**src/rtl/shuf_pkg.sv**
```systemverilog
package shuf_pkg;

    // Control phases of the exchange network
    typedef enum logic [1:0] {
        ST_IDLE = 2'd0,
        ST_PASS = 2'd1,
        ST_SWAP = 2'd2
    } shuf_state_t;

    // Width of a phase counter able to hold len-1 (at least one bit)
    function automatic int cnt_bits(input int len);
        return (len > 1) ? $clog2(len) : 1;
    endfunction

endpackage

```
**src/rtl/shuf_delay.sv**
```systemverilog
module shuf_delay #(
    parameter int DEPTH = 4,
    parameter int WIDTH = 24
) (
    input  logic             clk,
    input  logic             rst_n,
    input  logic [WIDTH-1:0] d,
    output logic [WIDTH-1:0] q
);

    logic [WIDTH-1:0] stg [DEPTH];

    always_ff @(posedge clk or negedge rst_n) begin
        if (!rst_n) begin
            for (int i = 0; i < DEPTH; i++) begin
                stg[i] <= '0;
            end
        end else begin
            stg[0] <= d;
            for (int i = 1; i < DEPTH; i++) begin
                stg[i] <= stg[i-1];
            end
        end
    end

    assign q = stg[DEPTH-1];

endmodule

```
**src/rtl/shuf_ctrl.sv**
```systemverilog
module shuf_ctrl
    import shuf_pkg::*;
#(
    parameter int BLK_LEN = 4
) (
    input  logic clk,
    input  logic rst_n,
    input  logic start,
    output logic sel
);

    localparam int            CW        = cnt_bits(BLK_LEN);
    localparam logic [CW-1:0] LAST      = CW'(BLK_LEN - 1);
    localparam logic          SEL_AFTER = (BLK_LEN == 1);
    localparam int            RW        = CW + 2;

    shuf_state_t   cur_st, eff_st, nxt_st;
    logic [CW-1:0] cnt_q, eff_cnt, nxt_cnt;

    // State register
    always_ff @(posedge clk or negedge rst_n) begin
        if (!rst_n) begin
            cur_st <= ST_IDLE;
            cnt_q  <= '0;
        end else begin
            cur_st <= nxt_st;
            cnt_q  <= nxt_cnt;
        end
    end

    // Next-state logic; a start overrides the registered phase in its own cycle
    always_comb begin
        eff_st  = start ? ST_PASS : cur_st;
        eff_cnt = start ? '0 : cnt_q;
        nxt_st  = eff_st;
        nxt_cnt = eff_cnt;
        unique case (eff_st)
            ST_IDLE: begin
                nxt_st  = ST_IDLE;
                nxt_cnt = '0;
            end
            ST_PASS: begin
                if (eff_cnt == LAST) begin
                    nxt_st  = ST_SWAP;
                    nxt_cnt = '0;
                end else begin
                    nxt_cnt = eff_cnt + CW'(1);
                end
            end
            ST_SWAP: begin
                if (eff_cnt == LAST) begin
                    nxt_st  = ST_PASS;
                    nxt_cnt = '0;
                end else begin
                    nxt_cnt = eff_cnt + CW'(1);
                end
            end
            default: begin
                nxt_st  = ST_IDLE;
                nxt_cnt = '0;
            end
        endcase
    end

    // Output logic
    always_comb begin
        sel = (eff_st == ST_SWAP);
    end

    // Checking logic: run length of the current select value
    logic          sel_q;
    logic [RW-1:0] run_q, run_now;

    always_comb begin
        if (eff_st == ST_IDLE)              run_now = '0;
        else if (start || (sel != sel_q))   run_now = RW'(1);
        else                                run_now = run_q + RW'(1);
    end

    always_ff @(posedge clk or negedge rst_n) begin
        if (!rst_n) begin
            sel_q <= 1'b0;
            run_q <= '0;
        end else begin
            sel_q <= sel;
            run_q <= run_now;
        end
    end

    // a phase never lasts longer than L cycles
    assert_phase_len_R5: assert property (@(posedge clk) disable iff (!rst_n)
        run_now <= RW'(BLK_LEN));

    // a full phase is followed by the other phase unless a start intervenes
    assert_phase_flip_R5: assert property (@(posedge clk) disable iff (!rst_n)
        (eff_st != ST_IDLE && run_now == RW'(BLK_LEN)) |=> (start || sel != $past(sel)));

    // one cycle after a start the sequence is at count one of the first phase
    assert_restart_R6: assert property (@(posedge clk) disable iff (!rst_n)
        start |=> (start || sel == SEL_AFTER));

endmodule

```
**src/rtl/shuf_xbar.sv**
```systemverilog
module shuf_xbar #(
    parameter int DW    = 12,
    parameter int PARTS = 2
) (
    input  logic                sel,
    input  logic [PARTS*DW-1:0] direct_in,
    input  logic [PARTS*DW-1:0] cross_in,
    output logic [PARTS*DW-1:0] to_delay,
    output logic [PARTS*DW-1:0] to_lane
);

    for (genvar g = 0; g < PARTS; g++) begin : g_part
        assign to_delay[g*DW +: DW] = sel ? cross_in[g*DW +: DW]  : direct_in[g*DW +: DW];
        assign to_lane[g*DW +: DW]  = sel ? direct_in[g*DW +: DW] : cross_in[g*DW +: DW];
    end

endmodule

```
**src/rtl/lane_shuffler.sv**
```systemverilog
module lane_shuffler #(
    parameter int BLK_LEN = 4,
    parameter int DW      = 12
) (
    input  logic          clk,
    input  logic          rst_n,
    input  logic          in_valid,
    input  logic          in_start,
    input  logic [DW-1:0] up_re,
    input  logic [DW-1:0] up_im,
    input  logic [DW-1:0] lo_re,
    input  logic [DW-1:0] lo_im,
    output logic          out_valid,
    output logic [DW-1:0] out_up_re,
    output logic [DW-1:0] out_up_im,
    output logic [DW-1:0] out_lo_re,
    output logic [DW-1:0] out_lo_im
);

    localparam int LW = 2 * DW;

    logic          sel_w;
    logic [LW-1:0] up_pk, lo_pk, lo_dly, to_odly, up_q, lo_mux;
    logic [0:0]    vld_q;

    assign up_pk = {up_re, up_im};
    assign lo_pk = {lo_re, lo_im};

    shuf_ctrl #(.BLK_LEN(BLK_LEN)) u_ctrl (
        .clk   (clk),
        .rst_n (rst_n),
        .start (in_start),
        .sel   (sel_w)
    );

    shuf_delay #(.DEPTH(BLK_LEN), .WIDTH(LW)) u_lo_dly (
        .clk   (clk),
        .rst_n (rst_n),
        .d     (lo_pk),
        .q     (lo_dly)
    );

    shuf_xbar #(.DW(DW), .PARTS(2)) u_xbar (
        .sel       (sel_w),
        .direct_in (up_pk),
        .cross_in  (lo_dly),
        .to_delay  (to_odly),
        .to_lane   (lo_mux)
    );

    shuf_delay #(.DEPTH(BLK_LEN), .WIDTH(LW)) u_up_dly (
        .clk   (clk),
        .rst_n (rst_n),
        .d     (to_odly),
        .q     (up_q)
    );

    shuf_delay #(.DEPTH(BLK_LEN), .WIDTH(1)) u_vld_dly (
        .clk   (clk),
        .rst_n (rst_n),
        .d     (in_valid),
        .q     (vld_q)
    );

    assign {out_up_re, out_up_im} = up_q;
    assign {out_lo_re, out_lo_im} = lo_mux;
    assign out_valid              = vld_q[0];

    // Checking logic: cycles since reset, so that history windows are filled
    logic [5:0] warm_q;
    logic       warm;

    always_ff @(posedge clk or negedge rst_n) begin
        if (!rst_n)                warm_q <= '0;
        else if (warm_q != 6'h3f)  warm_q <= warm_q + 6'd1;
    end

    assign warm = (warm_q > 6'(2 * BLK_LEN + 1));

    // valid follows the input valid by exactly L cycles
    assert_valid_lat_R4: assert property (@(posedge clk) disable iff (!rst_n)
        warm |-> (out_valid == $past(in_valid, BLK_LEN)));

    // a sample fed while the select was 0 leaves the upper lane L cycles later
    assert_upper_direct_R2: assert property (@(posedge clk) disable iff (!rst_n)
        (warm && !$past(sel_w, BLK_LEN)) |-> ({out_up_re, out_up_im} == $past(up_pk, BLK_LEN)));

    // a sample fed while the select was 1 comes from the lower lane 2L cycles back
    assert_upper_cross_R3: assert property (@(posedge clk) disable iff (!rst_n)
        (warm && $past(sel_w, BLK_LEN)) |-> ({out_up_re, out_up_im} == $past(lo_pk, 2 * BLK_LEN)));

endmodule

```
**config.mk**
```make
export PLATFORM = sky130hd
export DESIGN_NAME = lane_shuffler
export DESIGN_NICKNAME = d
export VERILOG_FILES = /design/src/rtl/shuf_pkg.sv /design/src/rtl/shuf_delay.sv /design/src/rtl/shuf_ctrl.sv /design/src/rtl/shuf_xbar.sv /design/src/rtl/lane_shuffler.sv
export SDC_FILE = /design/constraint.sdc
export NUM_CORES = 1
export LEC_CHECK = 0
export ABC_AREA = 1
export ABC_CLOCK_PERIOD_IN_PS = 1800
export BUFFER_PORTS_ARGS = -buffer_cell sky130_fd_sc_hd__clkbuf_2
export CORE_MARGIN = 2
export CORE_UTILIZATION = 54
export CTS_BUF_LIST = sky130_fd_sc_hd__clkbuf_16
export CTS_CLUSTER_DIAMETER = 80
export DETAILED_ROUTE_END_ITERATION = 16
export HOLD_SLACK_MARGIN = 0.1
export PLACE_DENSITY = 0.77
export SETUP_SLACK_MARGIN = 0.02
export SLEW_MARGIN = 20
export SYNTH_ARGS = -nofsm -noshare
export SYNTH_HDL_FRONTEND = slang
export SYNTH_SLANG_ARGS = --single-unit
```
**constraint.sdc**
```tcl
create_clock -name clk -period 1.8 [get_ports clk]
set_input_delay 0.36 -clock clk [delete_from_list [all_inputs] [get_ports clk]]
set_output_delay 0.36 -clock clk [all_outputs]
set_load 0.02 [all_outputs]
```
# Yosys cells after proc, flatten, opt, wreduce, memory -nomap -nowiden
# Cells that the tools add are included.
# classes
add_sub_neg,1
n_eq_ne,3
n_mux,11
reduce_logical,1
# ops
operator,count
12-bit 2-to-1 mux,4
2-bit 2-to-1 mux,6
"2-bit equality test, second input constant",2
2-bit one-hot mux with 2 select lines,1
"2-bit by 1-bit adder with 2-bit output, second input constant",1
"2-bit by 1-bit equality test with 1-bit output, second input constant",1
2-bit OR reduction,1
# word_totals
regBits,200
in_bits,52
out_inout_bits,49
word_cells,30

# Longest topological paths before layout
# Gate-level depths: netlist of run 1.
# logic_depth
ltp_word,4
depth_mapped,8
mapped_depth_nobuf,7

# Hierarchy
# From an unflattened synthesis of run 1, not the netlist that was laid out.
# hier_totals
hier_cells,428
hier_area_um2,6094.6
# by_module_without_submodules
module,n_inst,cells_per_inst,area_per_inst_um2,seq_area_each_um2
shuf_delay (u_lo_dly ...),2,120,2582.5,2402.3
shuf_xbar,1,155,601.8,0.0
shuf_ctrl,1,29,227.7,100.1
shuf_delay (u_vld_dly),1,4,100.1,100.1

# Worst setup path before layout of run 1
# No wires, ideal clock.
# synth_path
path_kind,input to output
from,in in_start
to,out out_lo_im[0]
t_arrival_ns,1.389
required_ns,1.440
slack_ns,0.051
stages,6
cell_sequence,inv_1 nand2_1 inv_1 ha_1 clkbuf_1 o21ai_0
# synth_via
elab_chain_len,3
# synth_rtl
item,line,source
"start, declared",lane_shuffler.sv:8,"input logic in_start,"
2-bit 2-to-1 mux,shuf_ctrl.sv:33,eff_st = start ? ST_PASS : cur_st;
2-bit equality test,shuf_ctrl.sv:67,sel = (eff_st == ST_SWAP);
12-bit 2-to-1 mux,shuf_xbar.sv:14,assign to_lane[g*DW +: DW] = sel ? direct_in[g*DW +: DW] : cross_in[g*DW +: DW];
"end, declared",lane_shuffler.sv:17,output logic [DW-1:0] out_lo_im
# Every way passes these cells.

# Worst setup path after layout of run 1
# layout_path
from,reg u_ctrl.cur_st[0]
to,out out_lo_im[3]
# layout_via
elab_chain_len,3
# layout_rtl
item,line,source
"start, declared",shuf_ctrl.sv:17,"shuf_state_t cur_st, eff_st, nxt_st;"
"start signal, assigned",shuf_ctrl.sv:26,cur_st <= nxt_st;
2-bit 2-to-1 mux,shuf_ctrl.sv:33,
2-bit equality test,shuf_ctrl.sv:67,
12-bit 2-to-1 mux,shuf_xbar.sv:14,
# Every way passes these cells.

==> metrics, run 1 <==
# diodes 0; Setup crit start kind register; postcts setup bufs 0; slowest CP cell dfrtp_1; num rows 38; Hold Startpoint up_im[1]; hold path cells 3; Initial Utilization 0.549; core box area 10,700 um^2; cell count after synthesis 380; worst-path maximum fanout 12; area grow syn2layout 29.1%; Syn. warnings 0; Worst Path Arrival 1680 ps; initial antenna violation count 0; unrepaired setup endpoints after global routing yes; CP Cell Sequence nor2_4 -> ha_4 -> clkbuf_16 -> nand2_1 -> o21ai_2 -> clkbuf_8; Fmax 0.490 GHz; I/O Pins 101; GR Util All Layers 0.179; final worst slack -239 ps; failing checks negative setup slack; CP Class reg -> out; P_leak 0.00366 uW; post-synthesis cell area 5900 um^2; R2R Setup Slk 350 ps; VDD IR-drop max 0.656 mV; GP Congestion 0.902; register clock-pin slew on the reported worst setup and hold paths 70 ps; Iter 0 DRT Violations 175; leading cell type in the layout, fill and taps excluded dfrtp_1; Max-Cap Viols 0; remaining global-route overflow 0; drt total wl 9700 um; Inst Count DP 593; slew margin rel. 0.730; Die Ht 109 um; Die Area 11,800 um^2; via count 3,086; Synth Net Count 436; clk_lat worst skew 410 ps; fin crit share 1.13; post-synthesis sequential area ratio 0.849; vias in the first global route 3,141; minimum clock period 2040 ps; drt first pass iters 5; critical path's largest stage delay 400 ps; most frequent cells in the layout dfrtp_1 (200), clkbuf_2 (75), inv_1 (32); Antenna Nets Post-Route 0; syn avg cell area 15.5 um^2; global-route wire length before repair 15,300 um; DR DRC count 0; Layout Cells excl Fill 653; largest net degree at the start of global routing 82; Avg WL per Cell 14.9 um; Max clock buf depth 2; Setup crit end kind primary output; Port Buffer Count 100; Slew Limit Fails 0; CTS tree built; Hold Crit Endpoint u_up_dly.stg[73]; final hold viol count 0; Layout Skew 4.72 ps; worst path required time 1440 ps; final setup fails 24; Tot Pwr 9040 uW; Reg-to-Reg Start u_ctrl.cur_st[0]; share of layout cells above drive strength 1 0.304; setup_tns -5300 ps; Die W 109 um; Cell Pwr Density 1190 nW/um^2; Hold/Removal Path Class in -> reg; drt via density 4.73; htree depth 4; Least-Margin Pin Slew 405 ps; Clock Sinks 200; fin nets 556; hpwl dp 5560 um; r2r endpoint u_up_dly.stg[72]; Yosys cell types 11; clock root cell clkbuf_16; Seq cells post-synth 200; status finished with violations; total CTS buffers 17; worst slack, placed -116 ps; R2R cell count 6
critical path: cells and delay by family (launching register included):
family,cells,cell delay [ps]
AO/OA/AOI/OAI,1,70
flip-flops,1,400
adder cells (fa/ha/maj),1,230
AND/OR/NAND/NOR,2,210
buffers and inverters,2,360
synth_stat cells:
cell type,n,area [um^2]
buf_6,2,22.5
buf_2,5,25.0
nand2_1,29,109
nor2_1,31,116
clkbuf_1,1,3.75
ha_1,4,50.1
a21oi_1,26,130
o21ai_0,24,120
inv_1,32,120
dfrtp_1,200,5000
buf_4,26,195
metrics by stage:
stage          hold slack [ps]  instance area, um^2  utilization
2_1_floorplan             64.4                 5900            -
3_3_place_gp               223                 6450        0.600
4_1_cts                    175                 7550        0.703
5_1_grt                    201                 7610        0.708
6_report                   196                 7610        0.708
3_5_place_dp               225                 6450        0.600
final cells by class:
class,instances,area [um^2]
clock buffer,17,425
sequential,200,5000
timing repair buffer,135,1080
multi-input combinational,114,634
clock inverter,15,174
fill,691,3130
inverter,32,120
tap,140,175
power by group:
group / leakage (uW) / switching, uW / internal [uW] / total [uW]
registers: 0.00234 / 69.3 / 4730 / 4800
clock network: 0.000289 / 1530 / 2190 / 3720
logic: 0.00104 / 306 / 209 / 515
what timing repair did:
item | CTS | global route
pin swaps | 1 | 2
hold endpoints to repair | 144 | 0
gates cloned | 1 | 1
setup endpoints to repair | 24 | 24
gates resized for setup | 77 | 23
hold buffers | 26 | 0
worst max path at each step:
stage / slack (ps) / startpoint / cells after the start / to
2_1_floorplan: 50 / in_start / 6 / out_lo_im[0]
3_5_place_dp: -120 / in_start / 8 / out_lo_re[7]
4_1_cts: -260 / u_ctrl.cur_st[0] / 6 / out_lo_im[8]
3_3_place_gp: -90 / in_start / 8 / out_lo_re[7]
6_report: -240 / u_ctrl.cur_st[0] / 6 / out_lo_im[3]
5_1_grt: -300 / u_ctrl.cur_st[0] / 6 / out_lo_im[9]
state kept, by name (all words and copies together) (netlist names):
register	count
u_ctrl.cur_st	2
u_vld_dly.q	1
u_vld_dly.stg	3
u_up_dly.stg	72
u_lo_dly.stg	72
u_lo_dly.q	24
u_ctrl.cnt_q	2
u_up_dly.q	24
cells by family (layout without fill, tap and decap cells):
group / Yosys count / after routing / synth area share
flip-flops: 200 / 200 / 0.849
AO/OA/AOI/OAI: 50 / 50 / 0.0424
AND/OR/NAND/NOR: 60 / 60 / 0.0382
buffers and inverters: 66 / 199 / 0.0622
adder cells (fa/ha/maj): 4 / 4 / 0.00849
routing by layer:
| metal | vias to the layer above | global-route usage | routed length (um) |
|---|---|---|---|
| met5 | - | 0 | 0 |
| met4 | 0 | 0.108 | 443 |
| met3 | 45 | 0.0452 | 490 |
| met2 | 132 | 0.294 | 5150 |
| met1 | 1515 | 0.215 | 3620 |
| li1 | 1394 | - | - |
No activity file was read; power rests on OpenSTA's default activity.
==> inputs of run 2 (changes only) <==
--- a/config.mk
+++ b/config.mk
@@ -8,13 +8,16 @@
 export ABC_AREA = 1
 export ABC_CLOCK_PERIOD_IN_PS = 1800
 export BUFFER_PORTS_ARGS = -buffer_cell sky130_fd_sc_hd__clkbuf_2
+export CAP_MARGIN = 20
+export CELL_PAD_IN_SITES_DETAIL_PLACEMENT = 1
+export CELL_PAD_IN_SITES_GLOBAL_PLACEMENT = 1
 export CORE_MARGIN = 2
-export CORE_UTILIZATION = 54
+export CORE_UTILIZATION = 45
 export CTS_BUF_LIST = sky130_fd_sc_hd__clkbuf_16
 export CTS_CLUSTER_DIAMETER = 80
 export DETAILED_ROUTE_END_ITERATION = 16
 export HOLD_SLACK_MARGIN = 0.1
-export PLACE_DENSITY = 0.77
+export PLACE_DENSITY_LB_ADDON = 0.1
 export SETUP_SLACK_MARGIN = 0.02
 export SLEW_MARGIN = 20
 export SYNTH_ARGS = -nofsm -noshare
==> run 2 against run 1 <==
Effect of this change:
- the flow still finishes with violations (negative setup slack)
- count of clock-buffer cells in the layout is the same
- global-route usage down 1.7 points
- clock skew is 4.6 ps higher
- via count fell by 3.4%
- setup slack improved by 6.7 ps
- non-clock buffer count grew 2
- register-to-register slack got worse by 140 ps
- fmax up 0.33%
- clock power grew 3%
- hold slack worse by 4.6 ps
==> metrics, run 2 (synthesized netlist as in run 1, its figures left out) <==
status finished with violations; failing checks negative setup slack; CP Cell Sequence nor2_4 -> ha_4 -> buf_12 -> nor2_2 -> a21oi_2 -> clkbuf_8; clock power share 0.421 (+0.009); Comb pwr share 0.055 (-0.002); global-route wire length before repair 16,800 um (+9.8%); sw frac 0.209 (-0.00186); worst slack, placed -203 ps (-87.1 ps); register clock-pin slew on the reported worst setup and hold paths 70 ps (about the same); htree depth 4 (unchanged); hpwl dp 6180 um (+11%); vias in the first global route 3,350 (+6.7%); I/O Pins 101 (unchanged); Layout Skew 9.29 ps (+4.57 ps); Avg WL per Cell 15.2 um (+2.0%); GP Congestion 0.780 (-14%); minimum clock period 2030 ps (-6.74 ps); Internal 7240 uW (+1.5%); Least-Margin Pin Slew 322 ps (-83.2 ps); clk_lat worst skew 430 ps (+20 ps); final hold viol count 0 (unchanged); num rows 41 (+7.9%); GR Util All Layers 0.162 (-0.0173); Die Ht 118 um (+9.2%); Hold Crit Endpoint u_up_dly.stg[86]; largest net degree at the start of global routing 64 (-22%); Max-Cap Viols 0 (unchanged); leading cell type in the layout, fill and taps excluded dfrtp_1; Setup crit end kind primary output; drt total wl 10,400 um (+7.0%); worst path required time 1440 ps (about the same); R2R Setup Slk 210 ps (-140 ps); drt via density 4.35 (-7.9%); slowest CP cell dfrtp_1; initial antenna violation count 0 (unchanged); hold path cells 3 (unchanged); Fmax 0.492 GHz (+0.33%); clock root cell clkbuf_16; CP Class reg -> out; Reg power frac 0.525 (-0.006); Tot Pwr 9150 uW (+1.3%); DR DRC count 0 (unchanged); remaining global-route overflow 0 (unchanged); Antenna Nets Post-Route 0 (unchanged); Switch Pwr 1920 uW (+0.38%); Cell Pwr Density 1200 nW/um^2 (+1.3%); fin nets 558 (+0.36%); largest registers u_lo_dly.stg: 72 flops, u_up_dly.stg: 72 flops; Clock Sinks 200 (unchanged); area grow syn2layout 29.1% (unchanged); fin crit share 1.13 (-0.00375); Layout Cells excl Fill 685 (+4.9%); r2r endpoint u_up_dly.stg[74]; most frequent cells in the layout dfrtp_1 (200), clkbuf_2 (75), inv_1 (32); Setup crit start kind register; Port Buffer Count 100 (unchanged); Inst Count DP 626 (+5.6%); VDD IR-drop max 1.03 mV (+57%); Slew Limit Fails 0 (unchanged); Die W 118 um (+9.2%); core box area 12,700 um^2 (+18%); # diodes 0 (unchanged); R2R cell count 7 (+1); Initial Utilization 0.464 (-0.0853); unrepaired setup endpoints after global routing yes; Max clock buf depth 2 (unchanged); via count 2,982 (-3.4%); critical path's largest stage delay 410 ps (about the same); Iter 0 DRT Violations 125 (-29%); Reg-to-Reg Start u_ctrl.cur_st[0]; P_leak 0.00365 uW (-0.27%); share of layout cells above drive strength 1 0.310 (+0.00585); Worst Path Arrival 1670 ps (about the same); Hold/Removal Path Class in -> reg; slew margin rel. 0.785 (+0.0555); CTS tree built; final setup fails 24 (unchanged); Hold Startpoint up_re[2]; total CTS buffers 17 (unchanged); Die Area 14,000 um^2 (+19%); drt first pass iters 4 (-1); worst-path maximum fanout 13 (+1); final worst slack -233 ps (+6.74 ps)
-- run 2: cell types whose count changed in the layout (fill, tap and decap cells not counted), sizes merged --
cell / change
buf: +5
inv: -3
bufinv: +1
clkbuf: -3
-- run 2: stage by stage --
| stage | TNS [ps] | utilization | area, um^2 | hold slack, ps |
|---|---|---|---|---|
| after global placement | -424 | 0.510 | 6480 | 287 |
| after floorplan | 0 | - | 5900 | 64.4 |
| final | -4980 | 0.598 | 7610 | 192 |
| after detailed placement | -1550 | 0.510 | 6480 | 296 |
| after CTS | -6670 | 0.592 | 7540 | 167 |
| after global routing | -7060 | 0.598 | 7610 | 193 |
-- run 2: how the worst max path moves through the flow --
stage | slack, ps | endpoint | cells after the start | startpoint
2_1_floorplan | 50 | out_lo_im[0] | 6 | in_start
3_3_place_gp | -120 | out_lo_im[7] | 8 | in_start
3_5_place_dp | -200 | out_lo_re[6] | 8 | in_start
4_1_cts | -320 | out_lo_re[7] | 6 | u_ctrl.cur_st[0]
5_1_grt | -330 | out_lo_im[0] | 6 | u_ctrl.cur_st[0]
6_report | -230 | out_lo_im[8] | 6 | u_ctrl.cur_st[0]
-- run 2: power groups by stage --
stage | logic (uW) | clock network [uW] | registers (uW)
after detailed placement | 411 | 0 | 4890
final | 501 | 3850 | 4800
after floorplan | 197 | 0 | 4860
after global placement | 399 | 0 | 4870
after global routing | 551 | 4140 | 4830
after CTS | 494 | 3940 | 4810
-- run 2: area by class of cell --
| class | instances | area [um^2] |
|---|---|---|
| clock buffer | 17 | 425 |
| fill | 1238 | 5110 |
| tap | 172 | 215 |
| sequential | 200 | 5000 |
| clock inverter | 13 | 181 |
| inverter | 32 | 120 |
| multi-input combinational | 114 | 614 |
| timing repair buffer | 137 | 1050 |
-- run 2: layer usage --
layer / share of wire / vias up / global-route usage / routed length, um
li1: - / 1392 / - / -
met3: 0.036 / 19 / 0.0497 / 373
met4: 0.024 / 0 / 0.0751 / 253
met1: 0.39 / 1509 / 0.182 / 4080
met2: 0.55 / 62 / 0.283 / 5680
met5: 0 / - / 0 / 0
-- run 2: timing repair --
item                       in CTS  in global routing
buffers inserted                0                  1
setup endpoints to repair      24                 24
hold endpoints to repair       58                  0
gates cloned                    1                  1
pin swaps                       3                  0
hold buffers                   26                  0
gates resized for setup        66                 33
-- run 2: worst max-delay path: cells and delay by family, from the launching register on --
kind	cells	cell delay (ps)
buffers and inverters	2	320
AO/OA/AOI/OAI	1	120
AND/OR/NAND/NOR	2	170
flip-flops	1	410
adder cells (fa/ha/maj)	1	210
